## config.mk

```make
export PLATFORM = sky130hd
export DESIGN_NAME = dly_dram_ctrl
export DESIGN_NICKNAME = d
export VERILOG_FILES = /design/src/rtl/dly_pkg.sv /design/src/rtl/dly_ptr.sv /design/src/rtl/dly_seq.sv /design/src/rtl/dly_dram_ctrl.sv
export SDC_FILE = /design/constraint.sdc
export NUM_CORES = 1
export LEC_CHECK = 0
export ABC_AREA = 1
export CAP_MARGIN = 25
export CORE_MARGIN = 4
export CORE_UTILIZATION = 40
export CTS_CLUSTER_DIAMETER = 60
export DETAILED_ROUTE_END_ITERATION = 12
export DONT_BUFFER_PORTS = 1
export GPL_TIMING_DRIVEN = 0
export PLACE_DENSITY_LB_ADDON = 0.05
export REMOVE_ABC_BUFFERS = 1
export SYNTH_ARGS = -nofsm -noshare
export SYNTH_HDL_FRONTEND = slang
export SYNTH_HIERARCHICAL = 1
export SYNTH_SLANG_ARGS = --single-unit
```

## constraint.sdc

```tcl
create_clock -name clk_i -period 2 [get_ports clk_i]
set_clock_uncertainty 0.05 [all_clocks]
set_input_delay 0.4 -clock clk_i [delete_from_list [all_inputs] [get_ports clk_i]]
set_output_delay 0.4 -clock clk_i [all_outputs]
set_load 0.01 [all_outputs]
```

## src/rtl/dly_pkg.sv

```systemverilog
package dly_pkg;
  typedef enum logic [2:0] {
    ST_IDLE   = 3'd0,
    ST_ROW    = 3'd1,
    ST_COL_RD = 3'd2,
    ST_COL_WR = 3'd3,
    ST_PRE    = 3'd4
  } dly_st_e;
endpackage

```

## src/rtl/dly_ptr.sv

```systemverilog
module dly_ptr #(
  parameter int COL_W  = 4,
  parameter int ROW_W  = 3,
  parameter int RD_OFS = 0
) (
  input  logic             clk_i,
  input  logic             rst_ni,
  input  logic             adv_i,
  input  logic [COL_W-1:0] mask_i,
  output logic [COL_W-1:0] wr_col_o,
  output logic [COL_W-1:0] rd_col_o,
  output logic [ROW_W-1:0] row_o,
  output logic             wrap_o
);
  logic [COL_W-1:0] col_q, col_m;
  logic [ROW_W-1:0] row_q;

  // bits outside a freshly shrunk mask are dropped here
  assign col_m    = col_q & mask_i;
  assign wrap_o   = (col_m == mask_i);
  assign wr_col_o = col_m;
  assign rd_col_o = (col_m + COL_W'(RD_OFS)) & mask_i;
  assign row_o    = row_q;

  always_ff @(posedge clk_i or negedge rst_ni) begin
    if (!rst_ni) begin
      col_q <= '0;
      row_q <= '0;
    end else if (adv_i) begin
      if (wrap_o) begin
        col_q <= '0;
        row_q <= row_q + 1'b1;
      end else begin
        col_q <= col_m + 1'b1;
      end
    end
  end
endmodule

```

## src/rtl/dly_seq.sv

```systemverilog
module dly_seq
  import dly_pkg::*;
#(
  parameter int ROW_CYC = 2,
  parameter int COL_CYC = 2,
  parameter int PRE_CYC = 2
) (
  input  logic    clk_i,
  input  logic    rst_ni,
  input  logic    smp_pend_i,
  input  logic    ref_pend_i,
  input  logic    row_wrap_i,
  output dly_st_e st_o,
  output logic    row_open_o,
  output logic    ref_cyc_o,
  output logic    start_o,
  output logic    cap_o,
  output logic    adv_o,
  output logic    ref_done_o
);
  localparam int MAX_RC = (ROW_CYC > COL_CYC) ? ROW_CYC : COL_CYC;
  localparam int MAX_C  = (MAX_RC > PRE_CYC) ? MAX_RC : PRE_CYC;
  localparam int CNT_W  = $clog2(MAX_C + 1);

  dly_st_e    st_q, st_d;
  logic [CNT_W-1:0] cnt_q, cnt_ld;
  logic       last, ref_go, row_open_q, ref_cyc_q;

  assign last       = (cnt_q == '0);
  assign st_o       = st_q;
  assign row_open_o = row_open_q;
  assign ref_cyc_o  = ref_cyc_q;

  always_comb begin
    st_d       = st_q;
    start_o    = 1'b0;
    cap_o      = 1'b0;
    adv_o      = 1'b0;
    ref_done_o = 1'b0;
    ref_go     = 1'b0;
    unique case (st_q)
      ST_IDLE: begin
        if (smp_pend_i) begin
          start_o = 1'b1;
          st_d    = row_open_q ? ST_COL_RD : ST_ROW;
        end else if (ref_pend_i) begin
          if (row_open_q) st_d = ST_PRE;
          else begin
            st_d   = ST_ROW;
            ref_go = 1'b1;
          end
        end
      end
      ST_ROW:    if (last) st_d = ref_cyc_q ? ST_PRE : ST_COL_RD;
      ST_COL_RD: if (last) begin
        cap_o = 1'b1;
        st_d  = ST_COL_WR;
      end
      ST_COL_WR: if (last) begin
        adv_o = 1'b1;
        st_d  = row_wrap_i ? ST_PRE : ST_IDLE;
      end
      ST_PRE: if (last) begin
        ref_done_o = ref_cyc_q;
        st_d       = ST_IDLE;
      end
      default: st_d = ST_IDLE;
    endcase
  end

  always_comb begin
    unique case (st_d)
      ST_ROW:    cnt_ld = CNT_W'(ROW_CYC - 1);
      ST_COL_RD,
      ST_COL_WR: cnt_ld = CNT_W'(COL_CYC - 1);
      ST_PRE:    cnt_ld = CNT_W'(PRE_CYC - 1);
      default:   cnt_ld = '0;
    endcase
  end

  always_ff @(posedge clk_i or negedge rst_ni) begin
    if (!rst_ni) begin
      st_q       <= ST_IDLE;
      cnt_q      <= '0;
      row_open_q <= 1'b0;
      ref_cyc_q  <= 1'b0;
    end else begin
      st_q <= st_d;
      if (st_d != st_q) cnt_q <= cnt_ld;
      else if (!last)   cnt_q <= cnt_q - 1'b1;
      if (st_q == ST_ROW && last && !ref_cyc_q) row_open_q <= 1'b1;
      else if (st_q == ST_PRE && last)          row_open_q <= 1'b0;
      if (ref_go)                               ref_cyc_q <= 1'b1;
      else if (st_q == ST_PRE && last)          ref_cyc_q <= 1'b0;
    end
  end
endmodule

```

## src/rtl/dly_dram_ctrl.sv

```systemverilog
module dly_dram_ctrl
  import dly_pkg::*;
#(
  parameter int DATA_W  = 8,
  parameter int COL_W   = 4,
  parameter int ROW_W   = 3,
  parameter int ROW_CYC = 2,
  parameter int COL_CYC = 2,
  parameter int PRE_CYC = 2,
  parameter int RD_OFS  = 0
) (
  input  logic                                      clk_i,
  input  logic                                      rst_ni,
  input  logic                                      smp_stb_i,
  input  logic [DATA_W-1:0]                         smp_i,
  input  logic [COL_W-1:0]                          col_mask_i,
  input  logic                                      ref_req_i,
  output logic                                      ref_ack_o,
  output logic [DATA_W-1:0]                         dly_o,
  output logic                                      dly_vld_o,
  output logic [((ROW_W > COL_W) ? ROW_W : COL_W)-1:0] dram_addr_o,
  output logic                                      dram_ras_no,
  output logic                                      dram_cas_no,
  output logic                                      dram_we_no,
  output logic [DATA_W-1:0]                         dram_dq_o,
  input  logic [DATA_W-1:0]                         dram_dq_i
);
  localparam int ADDR_W = (ROW_W > COL_W) ? ROW_W : COL_W;

  dly_st_e          st_q;
  logic             row_open, ref_cyc, start, cap, adv, ref_done;
  logic             smp_pend_q, ref_pend_q, vld_q;
  logic [DATA_W-1:0] smp_q, dly_q;
  logic [ROW_W-1:0] ref_row_q, ptr_row;
  logic [COL_W-1:0] mask_q, wr_col, rd_col;
  logic             row_wrap;

  dly_seq #(
    .ROW_CYC(ROW_CYC), .COL_CYC(COL_CYC), .PRE_CYC(PRE_CYC)
  ) u_seq (
    .clk_i      (clk_i),
    .rst_ni     (rst_ni),
    .smp_pend_i (smp_pend_q),
    .ref_pend_i (ref_pend_q),
    .row_wrap_i (row_wrap),
    .st_o       (st_q),
    .row_open_o (row_open),
    .ref_cyc_o  (ref_cyc),
    .start_o    (start),
    .cap_o      (cap),
    .adv_o      (adv),
    .ref_done_o (ref_done)
  );

  dly_ptr #(
    .COL_W(COL_W), .ROW_W(ROW_W), .RD_OFS(RD_OFS)
  ) u_ptr (
    .clk_i    (clk_i),
    .rst_ni   (rst_ni),
    .adv_i    (adv),
    .mask_i   (mask_q),
    .wr_col_o (wr_col),
    .rd_col_o (rd_col),
    .row_o    (ptr_row),
    .wrap_o   (row_wrap)
  );

  always_ff @(posedge clk_i or negedge rst_ni) begin
    if (!rst_ni) begin
      smp_pend_q <= 1'b0;
      smp_q      <= '0;
      ref_pend_q <= 1'b0;
      ref_row_q  <= '0;
      mask_q     <= '1;
      dly_q      <= '0;
      vld_q      <= 1'b0;
    end else begin
      if (smp_stb_i && !smp_pend_q) begin
        smp_pend_q <= 1'b1;
        smp_q      <= smp_i;
      end else if (adv) begin
        smp_pend_q <= 1'b0;
      end
      ref_pend_q <= ref_req_i | (ref_pend_q & ~ref_done);
      if (ref_done) ref_row_q <= ref_row_q + 1'b1;
      if (start)    mask_q    <= col_mask_i;
      vld_q <= cap;
      if (cap) dly_q <= dram_dq_i;
    end
  end

  always_comb begin
    unique case (st_q)
      ST_ROW:    dram_addr_o = ADDR_W'(ref_cyc ? ref_row_q : ptr_row);
      ST_COL_RD: dram_addr_o = ADDR_W'(rd_col);
      ST_COL_WR: dram_addr_o = ADDR_W'(wr_col);
      default:   dram_addr_o = ADDR_W'(ptr_row);
    endcase
  end

  // row stays open in idle between column-only periods
  assign dram_ras_no = !((st_q == ST_ROW) || (st_q == ST_COL_RD) ||
                         (st_q == ST_COL_WR) || (st_q == ST_IDLE && row_open));
  assign dram_cas_no = !((st_q == ST_COL_RD) || (st_q == ST_COL_WR));
  assign dram_we_no  = !(st_q == ST_COL_WR);
  assign dram_dq_o   = smp_q;
  assign dly_o       = dly_q;
  assign dly_vld_o   = vld_q;
  assign ref_ack_o   = ref_done;
endmodule

```

Word level (Yosys, flattened, before mapping)
Cells that the tools add are included.

Bits in registers: 40. Input port bits: 24. Output and inout bits: 25. Logic and storage cells: 87.

$add $sub $neg: 4. Equality and inequality tests: 11. Mux-type cells: 33. Bitwise logic cells: 5. Reduce and logical (&&, ||, !) cells: 21.

Operator list (count): two-way mux 3 bit (10); two-way mux 1 bit (17); case mux 3 bit (5 select lines) (1); equality test 3 x 2 -> 1 bit, second input constant (4); case mux 4 bit (3 select lines) (1); AND 4 bit (2); adder 3 x 1 -> 3 bit, second input constant (2); equality test 3 x 1 -> 1 bit, second input constant (2); equality test 3 bit, second input constant (2); two-way mux 2 bit (3); nonzero test 2 bit (3); logical AND 1 bit (5); logical NOT 1 bit (5); adder 4 x 1 -> 4 bit, second input constant (1); equality test 4 bit (1); logical OR 1 bit (4); two-way mux 4 bit (1); OR reduction 4 bit (1); logical NOT 3 bit (1); != test 3 bit (1); logical NOT 2 bit (1); != test 2 bit, second input constant (1); AND reduction 2 bit (1); subtractor 2 x 1 -> 2 bit, second input constant (1); other kinds (3) (3).

Longest topological paths before layout
Gate-level depths: netlist of run 1.

Depth after elaboration: 9. Gate-level depth with buffers: 15. Mapped depth without buffers: 15.

Cells and area by module
Netlist of run 1, hierarchy kept.

By module, submodules not included: dly_dram_ctrl (times used 1, cells an instance 112, area an instance 1229.9 um^2); dly_seq (times used 1, cells an instance 105, area an instance 639.4 um^2); dly_ptr (times used 1, cells an instance 63, area an instance 491.7 um^2).

Worst setup path after synthesis of run 1
OpenSTA, ideal clock, no wires.

Path type: register to register. Start: register u_seq.st_q[0], in the netlist u_seq/st_o[0]. End: register ref_row_q[1]. Setup time: 0.125 ns. Arrival: 1.421 ns. Required time: 1.825 ns. Path slack: 0.404 ns. Stages on the path, launching flop included: 6. Path buffers: 1. Clock period less this slack: 1.596 ns. Cells stage by stage: dfrtp_1 > buf_4 > nor2_4 > nand2_1 > nor2_1 > mux2_2.

Word-level cells in the longest chain between the ends: 2.

RTL lines: from (decl) (line dly_seq.sv:25) `dly_st_e st_q, st_d;`; from (signal assigned) (line dly_seq.sv:88) `st_q <= st_d;`; equality test 3 bit (line dly_seq.sv:41) `unique case (st_q)`; two-way mux 1 bit (line dly_seq.sv:41); net ref_ack_o (line dly_dram_ctrl.sv:18) `output logic ref_ack_o,`; to (signal assigned) (line dly_dram_ctrl.sv:85) `if (ref_done) ref_row_q <= ref_row_q + 1'b1;`; to (decl) (line dly_dram_ctrl.sv:34) `logic [ROW_W-1:0] ref_row_q, ptr_row;`.

The timed path passes the listed nets, and every way through them passes these cells. A chain may end at the register's enable or synchronous reset.

Final worst setup path of run 1
Start: register u_seq.st_q[2], in the netlist u_seq/st_o[2]. End: output port dram_addr_o[0] (netlist name).

Word-level cells in the longest chain between the ends: 2. Elaborated cells between the ends (all ways): 4. Those cells by class: eq/ne (3); mux (1).

RTL lines: equality test 3 x 2 -> 1 bit / equality test 3 x 1 -> 1 bit (equally long branches) (line dly_dram_ctrl.sv:93) `unique case (st_q)`; case mux 4 bit (3 select lines) * (line dly_dram_ctrl.sv:93); to (decl) (line dly_dram_ctrl.sv:21) `output logic [((ROW_W > COL_W) ? ROW_W : COL_W)-1:0] dram_addr_o,`.

Mark *: on every way between the ends. The rest lies on a longest branch, timed or not.

==> impl_results.md, run 1 <==
* Outcome: finished clean
* Routed length on met3 at a little under 300 um
* Crit-path max cell delay at between 0.6 and 0.7 ns
* Die X at 84.8 um
* Die height at about 85 um
* YS warnings at 6
* EDFF count, synth at 0
* Design Area, Final at around 2600 um^2
* Starting DRT DRC Count at slightly above 90
* Top cell type's share of synthesized area at a little under two fifths
* Share of power burned in registers at about two fifths
* Tot GR Track Use at around 14%
* Vias at 1745
* Switching Fraction at between 40% and 50%
* Final Total Pwr at 0.00418 W
* Num CTS Buffers at 5
* IO Pins at a little under 50
* Min Tclk post-route at around 1.9 ns
* #FFs+latches synth at 40
* Power Internal at between 0.002 and 0.0025 W
* CTS root buf: clkbuf_8
* Largest net degree at the start of global routing at approximately 40
* RSZ-0062 raised after global routing: no
* Worst Path Required at approximately 1.6 ns
* Port Buffers at 0
* WL final at 4.83 mm
* Sw Pwr at between 0.0015 and 0.002 W
* CP Data Arrival Time at around 1.4 ns
* Hold Vio Cnt, Final at 0
* Clock power frac at roughly 17%
* Fin util at between 40% and 50%
* Final setup viols at 0
* Detailed placer's ending HPWL at 3.55 mm
* CP Max Fanout at 9
* Max-cap violation count at 0
* Layout Nets at 310
* Terminus of the critical flop-to-flop path: u_ptr/col_q[1]
* Reg2reg start: u_seq/cnt_q[0]
* Slew HR at between 60% and 70%
* # H-tree levels at 2
* Overall die area at a little over 7000 um^2
* Top sig layer: met4
* TNS Setup at 0 ns
* Count of final max-slew check failures at 0
* Met2 wire length at 2.16 mm
* Clock-pin slew on the worst setup and hold paths at about 0.080 ns
* R2R setup slack at approximately 0.15 ns
* Area post-placement at around 2400 um^2
* PD cells at 1640 nW/um^2
* WP buf/inv at 1
* Cell Area, Synth at between 2000 and 2500 um^2
* Clk_lat worst skew at ~0.3 ns
* Worst R2R Path Depth at 8
* Hold Crit Depth at 1
* Via density at a little under 5
* Post-CTS Setup Inserts at 0
* Cell accounting for the most synthesized area: dfrtp_1
* Core area at around 5600 um^2
* HP Start: ref_req_i
* Num rows at 27
* Area contributors post-synth: dfrtp_1, nand2_1, nand3_1
* Post-DRT Antenna Nets at 0
* First-pass GRT wire length at 8.18 mm
* Final cycle utilization of the critical path at 94.2%
* Slowest stage cell, crit path: dfrtp_1
* Post-synth cell types at 30
* Clk buf depth at 2
* Met1 wire length at ~2.3 mm
* Final hold slack at approximately 0.17 ns
* CTS tree: yes
* Synth async-reset ratio at 100%
* WL/cell at about 14 um
* Static leakage at 1.38 nW
* Syn Area/Cell at about 8.4 um^2
* Initial antenna violation count at 0
* Post-Synthesis Cells at 280
* Worst ir drop on vdd at 0.630 mV
* Hold Path Sink: ref_pend_q
* Gpl congestion at roughly 0.78
* Layout cell share with drive strength beyond 1 at roughly a fifth
* Initial Util at 42.1%
* Top FF cell, synth: dfrtp_1
* Post-route DRC at 0
* Hold/Removal Path Class: in2reg
* Critical Path Source Type: register
* Largest delay share family, worst path: flip-flops
* Sequential area share after synthesis at a little over two fifths
* Synth-to-layout area growth at 8.16%
* Synth cell count leaders: nand2_1, inv_1, dfrtp_1
* Most frequent cell after synthesis: nand2_1
* Worst-margin pin slew at around 0.5 ns
* Diode count at 0
* Setup crit end kind: output pin
* Sink Count at 40
* DR pass1 iterations at 4
* Total gr overflow at 0
* # fillers at between 500 and 600
* Crit path launch: u_seq/st_o[2]
* Worst-path cell chain: inv_4 -> nand2_4 -> nor2_4 -> nand2_1 -> nand4_1
* Setup CP Type: reg2out
* Comb pwr share at a little over two fifths
* Max Freq at around 0.53 GHz
* Vias in the first global route at approximately 1700
cell type report:
class | count | area [um^2] | share of cell area, %
clock inverters | 3 | 46.3 | 1.81
flip-flops and latches | 40 | 1010 | 39.5
well taps | 72 | 90.1 | 3.53
repair buffers | 3 | 37.5 | 1.47
multi-input cells | 187 | 1130 | 44.4
inverters | 44 | 168 | 6.57
clock buffers | 5 | 68.8 | 2.69
per-layer routing:
metal,up-vias,track usage [%]
met3,4,5.05
met1,821,19.4
li1,885,-
met2,35,20.9
met5,-,0
met4,0,4.75
sequential cells by signal, indices dropped and copies added, names as in the netlist:
signal and count:
dly_o 8, dly_vld_o 1, dram_dq_o 8, mask_q 4
ref_pend_q 1, ref_row_q 3, smp_pend_q 1, u_ptr/col_q 4
u_ptr/row_o 3, u_seq/cnt_q 2, u_seq/ref_cyc_o 1, u_seq/row_open_o 1
u_seq/st_o 3
per-stage QoR:
step,instances,setup slack (ns)
after floorplan,271,-0.0452
after global placement,343,-0.695
after detailed placement,344,-0.429
after CTS,354,0.0414
after global routing,354,0.0138
final,354,0.116
worst reg2reg max path, delay by kind of cell, from the launching register on:
family,cells,cell delay (ns)
buffers and inverters,4,0.60
AND/OR/NAND/NOR,3,0.46
flip-flops,1,0.40
adder cells (fa/ha/maj),1,0.25
kinds of logic after synthesis:
| kind of cell | after synthesis | synth area share [%] |
|---|---|---|
| simple gates | 152 | 31.9 |
| buf+inv | 53 | 10.4 |
| flops | 40 | 42.6 |
| mux | 13 | 7.47 |
| compound gates | 12 | 3.07 |
| xor+xnor | 5 | 1.86 |
| fa+ha+maj | 5 | 2.65 |
what timing repair did:
item | CTS | global route
hold buffers | 2 | 0
hold endpoints to repair | 40 | 0
gates cloned | 0 | 0
setup endpoints to repair | 23 | 5
gates resized for setup | 6 | 2
placed cells by master (no fill, tap or decap), types with 2 or more instances in the layout:
cell type and count:
xor2_1 3, nor2_1 11, ha_1 5, mux2_2 5, clkbuf_8 5, dfstp_2 4
nand2_1 75, nor2_2 3, dfrtp_2 2, inv_1 37, dfrtp_1 34, nand4_1 10
nand3_1 32, o21ai_0 7, mux2_4 8, nand2_2 6, nand2_4 7, nor2_4 4
inv_2 6, xnor2_1 2
power groups by stage:
stage	logic, W	clock network, W	registers [W]
2_1_floorplan	0.00150	0	0.00156
3_3_place_gp	0.00174	0	0.00168
3_5_place_dp	0.00177	0	0.00168
4_1_cts	0.00182	0.000715	0.00168
5_1_grt	0.00207	0.000744	0.00174
6_report	0.00182	0.000691	0.00167
worst max path at each step:
stage / end / slack [ns] / cells past startpoint
after floorplan: u_seq/cnt_q[0] / -0.05 / 9
after global placement: u_ptr/col_q[2] / -0.70 / 5
after detailed placement: u_seq/cnt_q[0] / -0.43 / 9
after CTS: ref_ack_o / 0.04 / 3
after global routing: dram_addr_o[0] / 0.01 / 5
final: dram_addr_o[0] / 0.12 / 5
(Power assumes the default switching activity.)
==> run 2: changes to the inputs <==
==> constraint.sdc (replaced) <==
create_clock -name clk_i -period 2 [get_ports clk_i]
set_clock_uncertainty 0.05 [all_clocks]
set_input_delay 0.2 -clock clk_i [delete_from_list [all_inputs] [get_ports clk_i]]
set_output_delay 0.2 -clock clk_i [all_outputs]
set_load 0.01 [all_outputs]
==> impl_results.md, run 2 (synthesized netlist as in run 1, its figures left out) <==
* Diode count at 0
* Starting DRT DRC Count at just over 90
* Area post-placement at ~2400 um^2
* Clock-pin slew on the worst setup and hold paths at approximately 0.080 ns
* CTS tree: yes
* Static leakage at 1.48 nW
* Clk buf depth at 2
* Largest net degree at the start of global routing at just over 40
* RSZ-0062 raised after global routing: no
* Post-CTS Setup Inserts at 0
* R2R setup slack at approximately 0.16 ns
* Final cycle utilization of the critical path at between 90% and 100%
* Slew HR at 67.0%
* Via density at just under 5
* Die height at ~85 um
* Initial antenna violation count at 0
* Core area at ~5600 um^2
* Worst-margin pin slew at about 0.5 ns
* Tot GR Track Use at roughly 15%
* Initial Util at 42.1%
* Setup crit end kind: register
* Gpl congestion at approximately 0.8
* Max Freq at between 0.5 and 0.6 GHz
* Hold Vio Cnt, Final at 0
* Place WS at -0.429 ns
* Num CTS Buffers at 5
* Final setup viols at 0
* Commonest non-fill, non-tap cell in the layout: nand2_1
* Design Area, Final at 2840 um^2
* Num rows at 27
* Max-cap violation count at 0
* PD cells at approximately 1500 nW/um^2
* DR pass1 iterations at 4
* Hold/Removal Path Class: in2reg
* Critical Path Source Type: register
* Layout cell share with drive strength beyond 1 at between 10% and 20%
* Layout Nets at around 340
* Die X at approximately 85 um
* Worst ir drop on vdd at 0.619 mV
* WL/cell at between 10 and 15 um
* Count of final max-slew check failures at 0
* Commonest cells after routing, fill and taps aside: nand2_1, inv_1, dfrtp_1
* Synth-to-layout area growth at 20.2%
* First-pass GRT wire length at approximately 8.6 mm
* Worst Path Required at 2.14 ns
* CTS root buf: clkbuf_8
* Post-route DRC at 0
* Vias at about 1900
* Detailed placer's ending HPWL at about 3.5 mm
* Total gr overflow at 0
* Sink Count at 40
* Vias in the first global route at ~1800
* Outcome: finished clean
* TNS Setup at 0 ns
* WL final at approximately 5 mm
* # H-tree levels at 2
* CP Data Arrival Time at 1.98 ns
* Port Buffers at 0
* Placed Cells at between 300 and 400
* Setup WS post-layout at 0.155 ns
* Clk_lat worst skew at 0.30 ns
* Post-DRT Antenna Nets at 0
* Final Total Pwr at roughly 0.0042 W
* Post-route insts no fill at approximately 380
* Overall die area at between 7000 and 8000 um^2
* Min Tclk post-route at around 1.8 ns
* Setup CP Type: reg2reg
* CP Max Fanout at 7
* IO Pins at 49
-- run 2: where the power goes --
group          total [W]  switching, W  leakage (nW)  internal [W]
Sequential       0.00167      0.000486         0.485       0.00118
Clock           0.000691      0.000314        0.0548      0.000376
Combinational    0.00188       0.00109         0.940      0.000785
-- run 2: routing by layer --
metal,track usage [%],wire (um)
met1,20.2,2440
met4,4.75,52
met3,4.47,276
met2,22.7,2300
met5,0,0
-- run 2: final timing paths --
kind	endpoint	from	cells past startpoint
worst max-delay path	u_ptr/col_q[1]	u_seq/cnt_q[0]	8
worst min-delay path	smp_pend_q	smp_stb_i	2
worst max register to register	u_ptr/col_q[1]	u_seq/cnt_q[0]	8
worst min register to register	u_ptr/col_q[2]	u_ptr/col_q[2]	2
max in group asynchronous	mask_q[0]	rst_ni	2
min in group asynchronous	u_ptr/row_o[2]	rst_ni	2
-- run 2: layout make-up --
class / count / area (um^2)
inverter: 44 / 168
clock buffer: 5 / 68.8
sequential: 40 / 1010
fill: 569 / 2770
timing repair buffer: 32 / 328
tap: 72 / 90.1
clock inverter: 3 / 46.3
multi-input combinational: 187 / 1130
-- run 2: repair_timing --
item / in CTS / in global routing
setup endpoints to repair: 18 / 6
hold buffers: 31 / 0
gates cloned: 0 / 0
hold endpoints to repair: 61 / 0
resized for setup: 5 / 2
-- run 2: worst max-delay path: stages, from the launching register on --
cell     delay, ns
dfrtp_1       0.40
inv_1         0.09
ha_1          0.25
inv_1         0.19
nor3_4        0.33
buf_4         0.21
inv_1         0.09
nand2_1       0.07
nand2_1       0.05
-- run 2: per-stage QoR --
step / util (%) / hold slack (ns)
global route: 50.6 / 0.114
floorplan: - / -0.146
detailed placement: 42.4 / -0.145
global placement: 42.3 / -0.145
CTS: 50.5 / 0.0941
finish: 50.6 / 0.105
==> run 3: changes to the inputs <==
--- a/config.mk
+++ b/config.mk
@@ -14,6 +14,7 @@
 export DONT_BUFFER_PORTS = 1
 export GPL_TIMING_DRIVEN = 0
 export PLACE_DENSITY_LB_ADDON = 0.05
+export RECOVER_POWER = 25
 export REMOVE_ABC_BUFFERS = 1
 export SYNTH_ARGS = -nofsm -noshare
 export SYNTH_HDL_FRONTEND = slang
==> impl_results.md, run 3 (synthesized netlist as in run 1, its figures left out) <==
* Max Freq at about 0.54 GHz
* Clock-pin slew on the worst setup and hold paths at about 0.08 ns
* RSZ-0062 raised after global routing: no
* Min Tclk post-route at roughly 1.8 ns
* Crit path launch: u_seq/cnt_q[0]
* CTS tree: yes
* Die height at 84.8 um
* Count of final max-slew check failures at 0
* Crit-path max cell delay at approximately 0.40 ns
* Slowest stage cell, crit path: dfrtp_1
* First-pass GRT wire length at approximately 8.6 mm
* Clk_lat worst skew at around 0.3 ns
* Hold/Removal Path Class: in2reg
* CTS root buf: clkbuf_8
* Met2 wire length at ~2.3 mm
* Via density at between 4 and 5
* Detailed placer's ending HPWL at approximately 3.5 mm
* Outcome: finished clean
* Reg2reg start: u_seq/cnt_q[0]
* Largest delay share family, worst path: buffers and inverters
* PD cells at between 1000 and 1500 nW/um^2
* Routed length on met3 at about 270 um
* Slew HR at between 30% and 40%
* HP Start: smp_stb_i
* # fillers at roughly 570
* Commonest non-fill, non-tap cell in the layout: nand2_1
* Critical Path Source Type: register
* WL/cell at 13.3 um
* Static leakage at between 1 and 1.5 nW
* Initial antenna violation count at 0
* Place WS at -0.429 ns
* Final cycle utilization of the critical path at around nine tenths
* Vias at between 1500 and 2000
* Port Buffers at 0
* Worst-path cell chain: inv_1 -> ha_1 -> inv_1 -> nor3_4 -> buf_4 -> inv_1 -> nand2_1 -> nand2_1
* Most used cell, CP: inv_1
* Worst-margin pin slew at between 0.9 and 1 ns
* Setup CP Type: reg2reg
* Post-route DRC at 0
* WL final at around 5.1 mm
* Gpl congestion at roughly 0.78
* Vias in the first global route at 1803
* Top sig layer: met4
* Hold Vio Cnt, Final at 0
* Max-cap violation count at 0
* IO Pins at 49
* Largest net degree at the start of global routing at 41
* Starting DRT DRC Count at between 90 and 100
* Tot GR Track Use at 14.8%
* Placed Cells at between 300 and 400
* Worst ir drop on vdd at slightly above 0.6 mV
* Core area at roughly 5600 um^2
* Post-CTS Setup Inserts at 0
* Overall die area at between 7000 and 8000 um^2
* DR pass1 iterations at 4
* CP Data Arrival Time at 1.98 ns
* Total gr overflow at 0
* Synth-to-layout area growth at 19.6%
* Layout Nets at roughly 340
* Post-DRT Antenna Nets at 0
* Setup crit end kind: register
* Num CTS Buffers at 5
* Die X at between 80 and 90 um
* Initial Util at roughly 42%
* Final setup viols at 0
* Fin util at 50.4%
* Commonest cells after routing, fill and taps aside: nand2_1, inv_1, dfrtp_1
* # H-tree levels at 2
* Diode count at 0
* Sink Count at 40
* CP Max Fanout at 7
* Clk buf depth at 2
* Layout cell share with drive strength beyond 1 at around a fifth
* Num rows at 27
* Met1 wire length at about 2.5 mm
* Worst Path Required at 2.14 ns
* Setup WS post-layout at between 0.15 and 0.2 ns
* WP buf/inv at 4
* Post-route insts no fill at 383
-- run 3: cell types whose count changed in the layout (fill, tap and decap cells not counted) --
cell      before  now
buf_12         1    0
clkbuf_2       0    1
-- run 3: power by group --
| part | switching [W] | internal (W) | total [W] |
|---|---|---|---|
| registers | 0.000485 | 0.00118 | 0.00167 |
| logic | 0.00109 | 0.000781 | 0.00187 |
| clock network | 0.000315 | 0.000376 | 0.000692 |
| total | 0.00189 | 0.00234 | 0.00423 |
-- run 3: worst paths after layout --
path,to,slack (ns),cells past startpoint
setup reg to reg,u_ptr/col_q[1],0.16,8
setup / recovery,u_ptr/col_q[1],0.16,8
max in group asynchronous,u_seq/st_o[0],0.69,2
hold / removal,smp_pend_q,0.10,2
min in group asynchronous,u_ptr/row_o[1],0.54,2
hold reg to reg,u_ptr/col_q[2],0.46,2
-- run 3: worst reg2reg max path, stage by stage, from the launching register on --
cell     delay [ns]
dfrtp_1        0.40
inv_1          0.09
ha_1           0.24
inv_1          0.18
nor3_4         0.34
buf_4          0.21
inv_1          0.09
nand2_1        0.07
nand2_1        0.05
-- run 3: cell type report --
type	count	area (um^2)	area share, %
Clock buffer	5	68.8	2.44
Clock inverter	3	46.3	1.64
Inverter	44	168	5.94
Multi-Input combinational cell	187	1130	40.0
Sequential cell	40	1010	35.7
Tap cell	72	90.1	3.19
Timing Repair Buffer	32	313	11.1
-- run 3: timing repair --
item | in CTS | in global routing
setup endpoints to repair | 18 | 6
hold buffers | 31 | 0
hold endpoints to repair | 61 | 0
gates resized for setup | 5 | 2
-- run 3: through the flow --
stage | hold WS, ns | area (um^2) | power [W] | setup TNS, ns
detailed placement | -0.145 | 2380 | 0.00345 | -4.17
CTS | 0.0941 | 2830 | 0.00427 | 0
global route | 0.114 | 2820 | 0.00461 | 0
global placement | -0.145 | 2370 | 0.00342 | -8.38
floorplan | -0.146 | 2280 | 0.00307 | -0.105
finish | 0.101 | 2820 | 0.00423 | 0
-- run 3: layer usage --
| metal | vias up | global-route usage, % |
|---|---|---|
| met5 | - | 0 |
| met4 | 0 | 4.75 |
| met3 | 4 | 4.47 |
| met2 | 41 | 22.7 |
| met1 | 864 | 20.2 |
| li1 | 942 | - |
